$ cat config.mk
export PLATFORM = sky130hd
export DESIGN_NAME = proxy_tracker
export DESIGN_NICKNAME = d
export VERILOG_FILES = /design/src/rtl/ptrk_pkg.sv /design/src/rtl/ptrk_datapath.sv /design/src/rtl/ptrk_ctrl.sv /design/src/rtl/proxy_tracker.sv
export SDC_FILE = /design/constraint.sdc
export NUM_CORES = 1
export LEC_CHECK = 0
export ABC_AREA = 0
export BUFFER_PORTS_ARGS = -buffer_cell sky130_fd_sc_hd__buf_2
export CORE_MARGIN = 5
export CORE_UTILIZATION = 58
export CTS_BUF_LIST = sky130_fd_sc_hd__clkbuf_4 sky130_fd_sc_hd__clkbuf_8
export CTS_CLUSTER_DIAMETER = 120
export DETAILED_ROUTE_END_ITERATION = 8
export PLACE_DENSITY_LB_ADDON = 0.12
export RECOVER_POWER = 25
export SLEW_MARGIN = 20
export SYNTH_ARGS = -nofsm -noshare
export SYNTH_HDL_FRONTEND = slang
export SYNTH_SLANG_ARGS = --single-unit
$ cat constraint.sdc
create_clock -name clk -period 3.1 [get_ports clk]
set_clock_uncertainty 0.2 [all_clocks]
set_input_delay 0.62 -clock clk [delete_from_list [all_inputs] [get_ports clk]]
set_output_delay 0.62 -clock clk [all_outputs]
set_load 0.01 [all_outputs]
$ cat src/rtl/ptrk_pkg.sv
package ptrk_pkg;
  localparam logic [7:0] OP_PING  = 8'h01;
  localparam logic [7:0] OP_READ  = 8'h02;
  localparam logic [7:0] OP_WRITE = 8'h03;
  localparam logic [7:0] OP_CLEAR = 8'h0F;
  localparam int READ_PARAMS  = 2;
  localparam int WRITE_PARAMS = 3;
  localparam logic [7:0] CODE_NONE   = 8'h00;
  localparam logic [7:0] CODE_BADOP  = 8'h01;
  localparam logic [7:0] CODE_BADLEN = 8'h02;

  typedef enum logic [2:0] {PK_CLEAR, PK_PING, PK_FWD, PK_BADOP, PK_BADLEN} pktKind_e;
  typedef enum logic [1:0] {RS_NONE, RS_BUSY, RS_ERR, RS_OK} rspKind_e;
  typedef enum logic [1:0] {PH_IDLE, PH_REQ, PH_WAIT} phase_e;

  typedef struct packed {
    logic       latchReq;
    logic       markBusy;
    logic       markErr;
    logic [7:0] errCode;
    logic       markPing;
    logic       markCpl;
    logic       markNone;
  } ctrlStrobe_t;
endpackage

$ cat src/rtl/ptrk_datapath.sv
module ptrk_datapath
  import ptrk_pkg::*;
#(
  parameter int MAX_PARAM = 4,
  parameter int MAX_DATA  = 8,
  parameter int CNT_W     = $clog2(MAX_DATA + 2)
) (
  input  logic                    clk,
  input  logic                    rstN,
  input  logic                    wrValid,
  input  logic [7:0]              wrByte,
  input  logic                    wrLast,
  output logic                    pktEnd,
  output pktKind_e                pktKind,
  input  ctrlStrobe_t             str,
  input  logic                    cplErr,
  input  logic [7:0]              cplCode,
  input  logic [CNT_W-1:0]        cplLen,
  input  logic [MAX_DATA*8-1:0]   cplData,
  output logic [7:0]              reqOp,
  output logic [MAX_PARAM*8-1:0]  reqParam,
  input  logic [CNT_W-1:0]        rdIdx,
  output logic [7:0]              rdByte,
  output logic [CNT_W-1:0]        rspCount
);
  localparam int PCNT_W = $clog2(MAX_PARAM + 2);
  localparam logic [PCNT_W-1:0] PCNT_SAT = PCNT_W'(MAX_PARAM + 1);

  logic                          inPkt;
  logic [7:0]                    opReg;
  logic [PCNT_W-1:0]             paramCnt;
  logic [MAX_PARAM-1:0][7:0]     paramBuf;
  logic [7:0]                    finalOp;
  logic [PCNT_W-1:0]             finalCnt;
  logic [MAX_PARAM-1:0][7:0]     bufNext;

  rspKind_e                      rspKind;
  logic [7:0]                    rspCode;
  logic [MAX_DATA-1:0][7:0]      rspData;
  logic [CNT_W-1:0]              rspLen;
  logic [CNT_W-1:0]              capLen;

  // packet assembly
  always_comb begin
    finalOp  = inPkt ? opReg : wrByte;
    finalCnt = '0;
    if (inPkt) finalCnt = (paramCnt == PCNT_SAT) ? paramCnt : paramCnt + PCNT_W'(1);
    bufNext = inPkt ? paramBuf : '0;
    for (int i = 0; i < MAX_PARAM; i++)
      if (wrValid && inPkt && paramCnt == PCNT_W'(i)) bufNext[i] = wrByte;
  end

  assign pktEnd = wrValid && wrLast;

  always_comb begin
    case (finalOp)
      OP_CLEAR: pktKind = PK_CLEAR;
      OP_PING:  pktKind = (finalCnt == '0) ? PK_PING : PK_BADLEN;
      OP_READ:  pktKind = (finalCnt == PCNT_W'(READ_PARAMS)) ? PK_FWD : PK_BADLEN;
      OP_WRITE: pktKind = (finalCnt == PCNT_W'(WRITE_PARAMS)) ? PK_FWD : PK_BADLEN;
      default:  pktKind = PK_BADOP;
    endcase
  end

  always_ff @(posedge clk) begin
    if (!rstN) begin
      inPkt <= 1'b0; opReg <= '0; paramCnt <= '0; paramBuf <= '0;
    end else if (wrValid) begin
      if (wrLast) begin
        inPkt <= 1'b0; paramCnt <= '0; paramBuf <= '0;
      end else begin
        inPkt <= 1'b1; opReg <= finalOp; paramCnt <= finalCnt; paramBuf <= bufNext;
      end
    end
  end

  // forwarded request registers
  always_ff @(posedge clk) begin
    if (!rstN) begin
      reqOp <= '0; reqParam <= '0;
    end else if (str.latchReq) begin
      reqOp <= finalOp; reqParam <= bufNext;
    end
  end

  // response registers
  assign capLen = (cplLen > CNT_W'(MAX_DATA)) ? CNT_W'(MAX_DATA) : cplLen;

  always_ff @(posedge clk) begin
    if (!rstN) begin
      rspKind <= RS_NONE; rspCode <= CODE_NONE; rspData <= '0; rspLen <= CNT_W'(2);
    end else if (str.markNone) begin
      rspKind <= RS_NONE; rspCode <= CODE_NONE;
    end else if (str.markErr) begin
      rspKind <= RS_ERR; rspCode <= str.errCode;
    end else if (str.markPing) begin
      rspKind <= RS_OK; rspData <= '0; rspLen <= CNT_W'(2);
    end else if (str.markBusy) begin
      rspKind <= RS_BUSY;
    end else if (str.markCpl) begin
      if (cplErr) begin
        rspKind <= RS_ERR; rspCode <= cplCode;
      end else begin
        rspKind <= RS_OK;
        rspLen  <= (capLen < CNT_W'(2)) ? CNT_W'(2) : capLen;
        for (int i = 0; i < MAX_DATA; i++)
          rspData[i] <= (CNT_W'(i) < capLen) ? cplData[8*i +: 8] : 8'h00;
      end
    end
  end

  // read mux
  always_comb begin
    case (rspKind)
      RS_BUSY: rspCount = CNT_W'(1);
      RS_OK:   rspCount = CNT_W'(1) + rspLen;
      default: rspCount = CNT_W'(2);
    endcase
  end

  always_comb begin
    rdByte = 8'h00;
    if (rdIdx < rspCount) begin
      if (rdIdx == '0) begin
        case (rspKind)
          RS_BUSY: rdByte = 8'h01;
          RS_OK:   rdByte = 8'h00;
          default: rdByte = 8'h02;
        endcase
      end else if (rspKind == RS_OK) begin
        for (int i = 0; i < MAX_DATA; i++)
          if (rdIdx == CNT_W'(i + 1)) rdByte = rspData[i];
      end else begin
        rdByte = rspCode;
      end
    end
  end

  assert_status_bits_R1: assert property (@(posedge clk) disable iff (!rstN)
    (rdIdx == '0) |-> (rdByte[7:2] == 6'b0));
  assert_ok_count_R4: assert property (@(posedge clk) disable iff (!rstN)
    (rspKind == RS_OK) |-> (rspCount > CNT_W'(2)));
  assert_clear_R10: assert property (@(posedge clk) disable iff (!rstN)
    str.markNone |=> (rspCount == CNT_W'(2) && rspCode == CODE_NONE));
  assert_drop_R7: assert property (@(posedge clk) disable iff (!rstN)
    (rspKind == RS_BUSY && pktEnd && pktKind != PK_CLEAR) |=> ($stable(reqOp) && $stable(reqParam)));
endmodule

$ cat src/rtl/ptrk_ctrl.sv
module ptrk_ctrl
  import ptrk_pkg::*;
#(
  parameter int STALE_W = 2
) (
  input  logic        clk,
  input  logic        rstN,
  input  logic        pktEnd,
  input  pktKind_e    pktKind,
  input  logic        reqReady,
  input  logic        cplValid,
  output logic        reqValid,
  output ctrlStrobe_t str
);
  phase_e              phase, phaseNext;
  logic [STALE_W-1:0]  staleCnt, staleNext;
  logic                curCpl, staleCpl, clearCmd, orphanNew;

  always_comb begin
    str       = '0;
    phaseNext = phase;
    staleNext = staleCnt;
    curCpl    = cplValid && staleCnt == '0 && phase == PH_WAIT;
    staleCpl  = cplValid && staleCnt != '0;
    clearCmd  = pktEnd && pktKind == PK_CLEAR;
    orphanNew = (phase == PH_WAIT && !curCpl) || (phase == PH_REQ && reqReady);
    if (staleCpl) staleNext = staleNext - STALE_W'(1);
    if (clearCmd) begin
      str.markNone = 1'b1;
      phaseNext    = PH_IDLE;
      if (orphanNew && staleNext != '1) staleNext = staleNext + STALE_W'(1);
    end else begin
      case (phase)
        PH_REQ:  if (reqReady) phaseNext = PH_WAIT;
        PH_WAIT: if (curCpl) begin
          str.markCpl = 1'b1;
          phaseNext   = PH_IDLE;
        end
        default: if (pktEnd) begin
          case (pktKind)
            PK_BADOP:  begin str.markErr = 1'b1; str.errCode = CODE_BADOP; end
            PK_BADLEN: begin str.markErr = 1'b1; str.errCode = CODE_BADLEN; end
            PK_PING:   str.markPing = 1'b1;
            PK_FWD:    begin str.latchReq = 1'b1; str.markBusy = 1'b1; phaseNext = PH_REQ; end
            default:   ;
          endcase
        end
      endcase
    end
  end

  always_ff @(posedge clk) begin
    if (!rstN) begin
      phase <= PH_IDLE; staleCnt <= '0;
    end else begin
      phase <= phaseNext; staleCnt <= staleNext;
    end
  end

  assign reqValid = (phase == PH_REQ);

  assert_req_hold_R6: assert property (@(posedge clk) disable iff (!rstN)
    (phase == PH_REQ && !reqReady && !clearCmd) |=> reqValid);
  assert_stale_drop_R9: assert property (@(posedge clk) disable iff (!rstN)
    (cplValid && staleCnt != '0) |-> !str.markCpl);
  assert_single_update_R7: assert property (@(posedge clk) disable iff (!rstN)
    $onehot0({str.markNone, str.markErr, str.markPing, str.markBusy, str.markCpl}));
endmodule

$ cat src/rtl/proxy_tracker.sv
module proxy_tracker
  import ptrk_pkg::*;
#(
  parameter int MAX_PARAM = 4,
  parameter int MAX_DATA  = 8,
  localparam int CNT_W    = $clog2(MAX_DATA + 2)
) (
  input  logic                   clk,
  input  logic                   rstN,
  input  logic                   wrValid,
  input  logic [7:0]             wrByte,
  input  logic                   wrLast,
  output logic                   reqValid,
  input  logic                   reqReady,
  output logic [7:0]             reqOp,
  output logic [MAX_PARAM*8-1:0] reqParam,
  input  logic                   cplValid,
  input  logic                   cplErr,
  input  logic [7:0]             cplCode,
  input  logic [CNT_W-1:0]       cplLen,
  input  logic [MAX_DATA*8-1:0]  cplData,
  input  logic [CNT_W-1:0]       rdIdx,
  output logic [7:0]             rdByte,
  output logic [CNT_W-1:0]       rspCount
);
  logic        pktEnd;
  pktKind_e    pktKind;
  ctrlStrobe_t str;

  ptrk_ctrl #(.STALE_W(2)) ctrl (
    .clk(clk), .rstN(rstN), .pktEnd(pktEnd), .pktKind(pktKind),
    .reqReady(reqReady), .cplValid(cplValid), .reqValid(reqValid), .str(str)
  );

  ptrk_datapath #(.MAX_PARAM(MAX_PARAM), .MAX_DATA(MAX_DATA), .CNT_W(CNT_W)) dp (
    .clk(clk), .rstN(rstN), .wrValid(wrValid), .wrByte(wrByte), .wrLast(wrLast),
    .pktEnd(pktEnd), .pktKind(pktKind), .str(str), .cplErr(cplErr), .cplCode(cplCode),
    .cplLen(cplLen), .cplData(cplData), .reqOp(reqOp), .reqParam(reqParam),
    .rdIdx(rdIdx), .rdByte(rdByte), .rspCount(rspCount)
  );

  assert_busy_count_R2: assert property (@(posedge clk) disable iff (!rstN)
    reqValid |-> (rspCount == CNT_W'(1)));
endmodule

==> metrics.txt, run 1 <==
# TYPE chip_impl_metric gauge
chip_impl_metric{name="synth_fp_nets",unit=""} 976
chip_impl_info{name="rsz0062_at_grt",value="true"} 1
chip_impl_metric{name="drt_wl_total",unit="µm"} 21000
chip_impl_metric{name="detailedRoute.firstPassIterationCount",unit=""} 5
chip_impl_metric{name="via_count",unit=""} 7012
chip_impl_metric{name="drtIter0Drc",unit=""} 608
chip_impl_metric{name="power.switching_fraction",unit=""} 0.276
chip_impl_metric{name="final_max_slew_viol_count",unit=""} 34
chip_impl_metric{name="start_util",unit=""} 0.594
chip_impl_metric{name="final_area",unit="mm²"} 0.00929
chip_impl_metric{name="seq_power_share",unit=""} 0.541
chip_impl_metric{name="intPower",unit="mW"} 2.89
chip_impl_metric{name="ys_types",unit=""} 70
chip_impl_metric{name="finalCritPeriodShare",unit=""} 1.08
chip_impl_metric{name="area_growth_syn_to_layout",unit="%"} 17.2
chip_impl_metric{name="grtUsageTotal",unit=""} 0.259
chip_impl_metric{name="number_of_remaining_drc_errors",unit=""} 0
chip_impl_info{name="mostFrequentLayoutCell",value="sky130_fd_sc_hd__dfxtp_1"} 1
chip_impl_metric{name="finalCoreUtilization",unit=""} 0.696
chip_impl_metric{name="fillers",unit=""} 1135
chip_impl_metric{name="async_reset_ff_frac",unit=""} 0
chip_impl_info{name="synthFlopType",value="sky130_fd_sc_hd__dfxtp_1"} 1
chip_impl_info{name="synthTopCellsByArea",value="sky130_fd_sc_hd__dfxtp_1, sky130_fd_sc_hd__a22o_1, sky130_fd_sc_hd__a21oi_1, sky130_fd_sc_hd__and2_1, sky130_fd_sc_hd__a211oi_2"} 1
chip_impl_metric{name="maxSlewHeadroom",unit=""} -0.0350
chip_impl_metric{name="gr-total-overflow",unit=""} 0
chip_impl_info{name="synth_top_cell_by_area",value="sky130_fd_sc_hd__dfxtp_1"} 1
chip_impl_info{name="run_status",value="complete, but fails checks"} 1
chip_impl_metric{name="post-route-worst-setup-slack",unit="ns"} -0.247
chip_impl_metric{name="netlist_instances",unit=""} 868
chip_impl_metric{name="floorplan.die.width",unit="µm"} 127
chip_impl_metric{name="worstMarginPinSlew",unit="ns"} 1.55
chip_impl_metric{name="max-clock-path-buffers",unit=""} 2
chip_impl_metric{name="overall_die_area",unit="mm²"} 0.0161
chip_impl_metric{name="cts_num_sinks",unit=""} 166
chip_impl_metric{name="clkLatencyLatePin",unit="ns"} 0.47
chip_impl_metric{name="yosysTopAreaCellShare",unit=""} 0.419
chip_impl_metric{name="i_o_pins",unit=""} 148
chip_impl_metric{name="antenna-diode-count",unit=""} 0
chip_impl_metric{name="finalWeightedCongestion",unit=""} 0.916
chip_impl_metric{name="rows",unit=""} 42
chip_impl_metric{name="drv_cap",unit=""} 1
chip_impl_metric{name="vias_per_cell",unit=""} 5.85
chip_impl_metric{name="dp.final_hpwl",unit="µm"} 14800
chip_impl_info{name="tritoncts",value="built"} 1
chip_impl_info{name="critical_path_capture_point_type",value="primary output"} 1
chip_impl_metric{name="place_area",unit="mm²"} 0.00888
chip_impl_info{name="commonest_non_fill_non_tap_cells_in_the_layout",value="sky130_fd_sc_hd__dfxtp_1, sky130_fd_sc_hd__buf_2, sky130_fd_sc_hd__a21oi_1"} 1
chip_impl_metric{name="synth-edff-count",unit=""} 0
chip_impl_info{name="worst_setup_path_start_kind",value="register"} 1
chip_impl_metric{name="switchingPower",unit="mW"} 1.10
chip_impl_metric{name="finalHoldViolCount",unit=""} 0
chip_impl_metric{name="ir_drop",unit="mV"} 0.589
chip_impl_metric{name="detail-route-antenna-nets",unit=""} 0
chip_impl_info{name="criticalPathCategory",value="reg -> out"} 1
chip_impl_metric{name="whs",unit="ns"} 0.164
chip_impl_metric{name="synth_area_per_cell",unit="µm²"} 9.13
chip_impl_metric{name="cts-buffers-inserted",unit=""} 17
chip_impl_metric{name="p_per_area",unit="mW/mm²"} 429
chip_impl_metric{name="cell_area_after_synthesis",unit="mm²"} 0.00793
chip_impl_metric{name="pin_count_of_the_biggest_net_entering_global_routing",unit=""} 70
chip_impl_metric{name="core_area",unit="mm²"} 0.0133
chip_impl_metric{name="grt_pass1_wl",unit="µm"} 33800
chip_impl_metric{name="routed_wire_length_per_instance",unit="µm"} 17.5
chip_impl_metric{name="io_buffer_count",unit=""} 147
chip_impl_metric{name="worst_ep_arrival_time",unit="ns"} 2.53
chip_impl_metric{name="setup_tns",unit="ns"} -3.00
chip_impl_metric{name="grt_pass1_vias",unit=""} 6699
chip_impl_metric{name="post_route_cells_drive_above_1_share",unit=""} 0.249
chip_impl_info{name="min-delay-path-class",value="in -> reg"} 1
chip_impl_metric{name="ys_warn_count",unit=""} 0
chip_impl_metric{name="clkTransAtPathRegs",unit="ns"} 0.09
chip_impl_metric{name="max_freq",unit="GHz"} 0.299
chip_impl_metric{name="critical_path_required",unit="ns"} 2.28
chip_impl_metric{name="fin_crit",unit="ns"} 3.35
chip_impl_metric{name="htree_num_levels",unit=""} 4
chip_impl_info{name="violations",value="capacitance limit, slew limit, setup timing"} 1
chip_impl_metric{name="p_leak",unit="nW"} 3.45
chip_impl_metric{name="ys_seq_elements",unit=""} 166
chip_impl_info{name="cts_root_buf",value="sky130_fd_sc_hd__clkbuf_8"} 1
chip_impl_metric{name="cts.hold.buffers_added",unit=""} 0
chip_impl_metric{name="die_h",unit="µm"} 127
chip_impl_metric{name="combinational_share_of_power",unit=""} 0.094
chip_impl_metric{name="ys_seq_area_frac",unit=""} 0.419
chip_impl_metric{name="initial_antenna_violation_count",unit=""} 0
chip_impl_metric{name="cp_max_fo",unit=""} 6
chip_impl_metric{name="finalNetCount",unit=""} 1118
chip_impl_metric{name="finalSetupViolations",unit=""} 22
chip_impl_metric{name="pwr-share-clk",unit=""} 0.365
[metal layers]
| metal | track usage | routed length [µm] | vias to the layer above |
|---|---|---|---|
| met5 | 0 | 0 | - |
| met4 | 0.0580 | 211 | 0 |
| met3 | 0.0673 | 1440 | 19 |
| met2 | 0.408 | 9750 | 209 |
| met1 | 0.358 | 9580 | 3340 |
| li1 | - | - | 3444 |
[power groups by stage]
stage                     clock, mW  sequential, mW  combinational [mW]
after floorplan                   0            2.20               0.217
after global placement            0            2.20               0.361
after detailed placement          0            2.20               0.363
after CTS                      1.48            2.15               0.369
after global routing           1.58            2.16               0.405
final                          1.46            2.15               0.375
[sequential cells by signal, indices dropped and copies added, names as in the netlist]
name and count:
ctrl.phase 2, ctrl.staleCnt 2, dp.inPkt 1, dp.opReg 8, dp.paramBuf 32, dp.paramCnt 3
dp.reqOp 8, dp.reqParam 32, dp.rspCode 8, dp.rspData 64, dp.rspKind 2, dp.rspLen 4
[Yosys cell counts, types with 6 or more instances]
master	instances
sky130_fd_sc_hd__clkbuf_1	36
sky130_fd_sc_hd__o21ai_0	30
sky130_fd_sc_hd__ha_1	13
sky130_fd_sc_hd__nor4_1	6
sky130_fd_sc_hd__inv_1	49
sky130_fd_sc_hd__nor3b_1	8
sky130_fd_sc_hd__and2_1	40
sky130_fd_sc_hd__mux2i_1	17
sky130_fd_sc_hd__nor2_1	58
sky130_fd_sc_hd__buf_1	6
sky130_fd_sc_hd__nor2b_1	8
sky130_fd_sc_hd__buf_6	12
sky130_fd_sc_hd__nand2b_1	15
sky130_fd_sc_hd__a31oi_1	8
sky130_fd_sc_hd__and3_1	6
sky130_fd_sc_hd__dfxtp_1	166
sky130_fd_sc_hd__a211oi_1	16
sky130_fd_sc_hd__nand3_1	20
sky130_fd_sc_hd__nor3_1	31
sky130_fd_sc_hd__o22ai_1	36
sky130_fd_sc_hd__a22o_1	58
sky130_fd_sc_hd__a32o_1	9
sky130_fd_sc_hd__a211oi_2	19
sky130_fd_sc_hd__mux2_2	15
sky130_fd_sc_hd__a21oi_1	60
sky130_fd_sc_hd__nand2_1	41
[area by class of cell]
cell class,count,area (µm²),area share
clock buffers,19,249,0.0268
clock inverters,13,119,0.0128
inverters,50,188,0.0202
multi-input cells,587,4140,0.446
flip-flops and latches,166,3330,0.358
well taps,176,220,0.0237
repair buffers,188,1050,0.113
[metrics by stage]
step,total power [mW],instances,setup WS (ns)
after floorplan,2.42,868,0.101
after detailed placement,2.57,1165,0.0135
after global placement,2.56,1165,0.0906
after global routing,4.14,1199,-0.377
final,3.99,1199,-0.247
after CTS,4.00,1199,-0.268
[cells by family (layout without fill, tap and decap cells)]
family,count (synthesis),after routing,share of synthesized area
xor+xnor,4,4,0.00442
flops,166,166,0.419
fa+ha+maj,13,13,0.0205
buf+inv,115,270,0.0691
compound gates,276,276,0.265
mux,32,32,0.0428
simple gates,262,262,0.179
[path summary, 6_finish.rpt]
check / startpoint / end / slack (ns) / cells past startpoint
hold / removal: cplData[23] / dp.rspData[23] / 0.16 / 2
setup / recovery: dp.rspLen[1] / rdByte[2] / -0.25 / 12
hold reg to reg: dp.reqOp[1] / dp.reqOp[1] / 0.28 / 2
setup reg to reg: dp.paramCnt[1] / dp.rspData[22] / 0.20 / 8
[timing repair]
| action | CTS | global route |
|---|---|---|
| cloned | 0 | 0 |
| setup buffers | 2 | 0 |
| setup endpoints to repair | 8 | 26 |
| resized for setup | 10 | 11 |
| pin swaps | 4 | 7 |
[critical path: stages (launching register included)]
cell                       delay, ns
sky130_fd_sc_hd__dfxtp_2        0.35
sky130_fd_sc_hd__ha_4           0.26
sky130_fd_sc_hd__nand2_2        0.05
sky130_fd_sc_hd__nand2_2        0.08
sky130_fd_sc_hd__inv_2          0.05
sky130_fd_sc_hd__ha_4           0.20
sky130_fd_sc_hd__a21boi_2       0.14
sky130_fd_sc_hd__o21a_1         0.19
sky130_fd_sc_hd__o21ai_2        0.14
sky130_fd_sc_hd__nand3b_1       0.10
sky130_fd_sc_hd__buf_6          0.15
sky130_fd_sc_hd__a211oi_2       0.18
sky130_fd_sc_hd__buf_2          0.16
Power figures use the tool's default switching activity.
==> inputs of run 2 (changes only) <==
--- a/config.mk
+++ b/config.mk
@@ -8,8 +8,8 @@
 export ABC_AREA = 0
 export BUFFER_PORTS_ARGS = -buffer_cell sky130_fd_sc_hd__buf_2
 export CORE_MARGIN = 5
-export CORE_UTILIZATION = 58
-export CTS_BUF_LIST = sky130_fd_sc_hd__clkbuf_4 sky130_fd_sc_hd__clkbuf_8
+export CORE_UTILIZATION = 56
+export CTS_BUF_LIST = sky130_fd_sc_hd__clkbuf_8 sky130_fd_sc_hd__clkbuf_16
 export CTS_CLUSTER_DIAMETER = 120
 export DETAILED_ROUTE_END_ITERATION = 8
 export PLACE_DENSITY_LB_ADDON = 0.12
==> metrics.txt, run 2 (synthesis results as in run 1) <==
# TYPE chip_impl_metric gauge
chip_impl_info{name="run_status",value="complete, but fails checks"} 1
chip_impl_info{name="violations",value="setup timing"} 1
chip_impl_metric{name="reg2reg_setup_slack",unit="ns"} 0.18
chip_impl_metric{name="switchingPower",unit="mW"} 1.21
chip_impl_info{name="critical_path_capture_point_type",value="primary output"} 1
chip_impl_metric{name="seq_power_share",unit=""} 0.474
chip_impl_metric{name="detail-route-antenna-nets",unit=""} 0
chip_impl_metric{name="finalNetCount",unit=""} 1118
chip_impl_info{name="slowest_cell_on_the_critical_path",value="sky130_fd_sc_hd__dfxtp_2"} 1
chip_impl_metric{name="pwr-share-clk",unit=""} 0.446
chip_impl_metric{name="p_per_area",unit="mW/mm²"} 481
chip_impl_metric{name="final_max_slew_viol_count",unit=""} 0
chip_impl_metric{name="i_o_pins",unit=""} 148
chip_impl_metric{name="cts_num_sinks",unit=""} 166
chip_impl_metric{name="cts-buffers-inserted",unit=""} 17
chip_impl_metric{name="power.switching_fraction",unit=""} 0.265
chip_impl_metric{name="via_count",unit=""} 7117
chip_impl_metric{name="cpPeakStageDelay",unit="ns"} 0.33
chip_impl_metric{name="vias_per_cell",unit=""} 5.91
chip_impl_metric{name="ir_drop",unit="mV"} 0.433
chip_impl_metric{name="max_reg_flops",unit=""} 64
chip_impl_info{name="mostFrequentLayoutCell",value="sky130_fd_sc_hd__dfxtp_1"} 1
chip_impl_metric{name="finalSetupViolations",unit=""} 6
chip_impl_metric{name="combinational_share_of_power",unit=""} 0.081
chip_impl_metric{name="worst_ep_arrival_time",unit="ns"} 2.48
chip_impl_metric{name="start_util",unit=""} 0.571
chip_impl_metric{name="p_leak",unit="nW"} 3.52
chip_impl_info{name="min-delay-path-class",value="in -> reg"} 1
chip_impl_metric{name="finalCritPeriodShare",unit=""} 1.06
chip_impl_metric{name="io_buffer_count",unit=""} 147
chip_impl_metric{name="floorplan.die.width",unit="µm"} 129
chip_impl_metric{name="area_growth_syn_to_layout",unit="%"} 19.5
chip_impl_metric{name="finalHoldViolCount",unit=""} 0
chip_impl_metric{name="rows",unit=""} 43
chip_impl_info{name="commonest_non_fill_non_tap_cells_in_the_layout",value="sky130_fd_sc_hd__dfxtp_1, sky130_fd_sc_hd__buf_2, sky130_fd_sc_hd__a21oi_1"} 1
chip_impl_metric{name="critical_path_required",unit="ns"} 2.28
chip_impl_metric{name="drv_cap",unit=""} 0
chip_impl_metric{name="drtIter0Drc",unit=""} 568
chip_impl_info{name="crit_chain",value="ha_4, nand2_2, nand2_2, inv_2, ha_4, a21boi_2, o21a_1, o21ai_2, nand3b_1, buf_6, a211oi_2, buf_2"} 1
chip_impl_metric{name="overall_die_area",unit="mm²"} 0.0166
chip_impl_metric{name="whs",unit="ns"} 0.191
chip_impl_metric{name="clkTransAtPathRegs",unit="ns"} 0.07
chip_impl_metric{name="detailedRoute.firstPassIterationCount",unit=""} 5
chip_impl_metric{name="core_area",unit="mm²"} 0.0139
chip_impl_metric{name="max_freq",unit="GHz"} 0.303
chip_impl_info{name="criticalPathCategory",value="reg -> out"} 1
chip_impl_metric{name="gr-total-overflow",unit=""} 0
chip_impl_metric{name="max-clock-path-buffers",unit=""} 2
chip_impl_info{name="cts_root_buf",value="sky130_fd_sc_hd__clkbuf_16"} 1
chip_impl_info{name="top_register",value="dp.rspData"} 1
chip_impl_metric{name="dpl.cell_count",unit=""} 1168
chip_impl_metric{name="post-route-worst-setup-slack",unit="ns"} -0.199
chip_impl_metric{name="maxSlewHeadroom",unit=""} 0.213
chip_impl_metric{name="dp.final_hpwl",unit="µm"} 15000
chip_impl_metric{name="fin_crit",unit="ns"} 3.30
chip_impl_metric{name="clkLatencyLatePin",unit="ns"} 0.43
chip_impl_info{name="path_delay_family",value="compound AO/OA/AOI/OAI gates"} 1
chip_impl_metric{name="worstMarginPinSlew",unit="ns"} 1.18
chip_impl_metric{name="pin_count_of_the_biggest_net_entering_global_routing",unit=""} 70
chip_impl_metric{name="grt_pass1_wl",unit="µm"} 34300
chip_impl_metric{name="finalWeightedCongestion",unit=""} 0.892
chip_impl_info{name="rsz0062_at_grt",value="true"} 1
chip_impl_info{name="largest_registers",value="dp.rspData x64, dp.paramBuf x32, dp.reqParam x32"} 1
chip_impl_metric{name="final_cell_count_no_fill",unit=""} 1204
chip_impl_info{name="tritoncts",value="built"} 1
chip_impl_metric{name="grtUsageTotal",unit=""} 0.258
chip_impl_metric{name="htree_num_levels",unit=""} 4
chip_impl_info{name="worst_setup_path_start_kind",value="register"} 1
chip_impl_metric{name="grt_pass1_vias",unit=""} 6809
chip_impl_metric{name="intPower",unit="mW"} 3.34
chip_impl_metric{name="number_of_remaining_drc_errors",unit=""} 0
chip_impl_metric{name="fillers",unit=""} 1214
chip_impl_metric{name="post_route_cells_drive_above_1_share",unit=""} 0.246
chip_impl_metric{name="cp_max_fo",unit=""} 6
chip_impl_metric{name="die_h",unit="µm"} 129
chip_impl_metric{name="initial_antenna_violation_count",unit=""} 1
chip_impl_metric{name="drt_wl_total",unit="µm"} 21200
chip_impl_metric{name="critical_path_buf_inv_count",unit=""} 3
chip_impl_metric{name="routed_wire_length_per_instance",unit="µm"} 17.6
==> run 2: layout make-up <==
class | instances | area, µm² | area share
Multi-Input combinational cell | 587 | 4140 | 0.437
Sequential cell | 166 | 3330 | 0.351
Timing Repair Buffer | 188 | 1020 | 0.108
Clock buffer | 17 | 425 | 0.0449
Tap cell | 180 | 225 | 0.0238
Inverter | 50 | 188 | 0.0198
Clock inverter | 15 | 141 | 0.0149
Antenna cell | 1 | 2.50 | 0.000264
==> run 2: layer usage <==
layer,wire length [µm],track usage,vias to the layer above
met5,0,0,-
met2,9590,0.392,242
met3,1680,0.0660,37
met4,399,0.0784,0
met1,9570,0.362,3388
li1,-,-,3450
==> run 2: repair_timing <==
item | in CTS | in global routing
setup endpoints to repair | 8 | 19
gates cloned | 0 | 0
pin swaps | 2 | 6
setup buffers | 2 | 1
gates resized for setup | 7 | 14
hold buffers | 0 | 0
==> run 2: power by group through the flow <==
stage / Combinational, mW / Clock (mW) / Sequential (mW)
after global placement: 0.356 / 0 / 2.20
final: 0.368 / 2.03 / 2.16
after detailed placement: 0.358 / 0 / 2.21
after global routing: 0.402 / 2.15 / 2.16
after floorplan: 0.217 / 0 / 2.20
after CTS: 0.364 / 2.06 / 2.16
==> run 2: worst reg2reg max path: cells and delay by family, from the launching register on <==
kind | cells | cell delay (ns)
AO/OA/AOI/OAI | 4 | 0.94
adder cells (fa/ha/maj) | 2 | 0.48
buffers and inverters | 1 | 0.17
flip-flops | 1 | 0.35
AND/OR/NAND/NOR | 2 | 0.72
==> run 2: final timing paths <==
path              startpoint              end  depth (start not counted)
min              cplData[39]   dp.rspData[39]                          2
max             dp.rspLen[0]        rdByte[2]                         12
min reg2reg  dp.reqParam[25]  dp.reqParam[25]                          2
max reg2reg   dp.paramCnt[1]   dp.rspData[27]                          9
==> run 2: stage by stage <==
stage,utilization,area [µm²],power (mW),setup TNS (ns),worst slack (ns)
floorplan,-,7930,2.42,0,0.101
global placement,0.638,8860,2.56,-8.38,-0.131
detailed placement,0.638,8860,2.56,-5.21,-0.119
CTS,0.682,9460,4.58,-1.03,-0.185
global route,0.682,9470,4.71,-1.83,-0.343
finish,0.682,9470,4.55,-0.995,-0.199
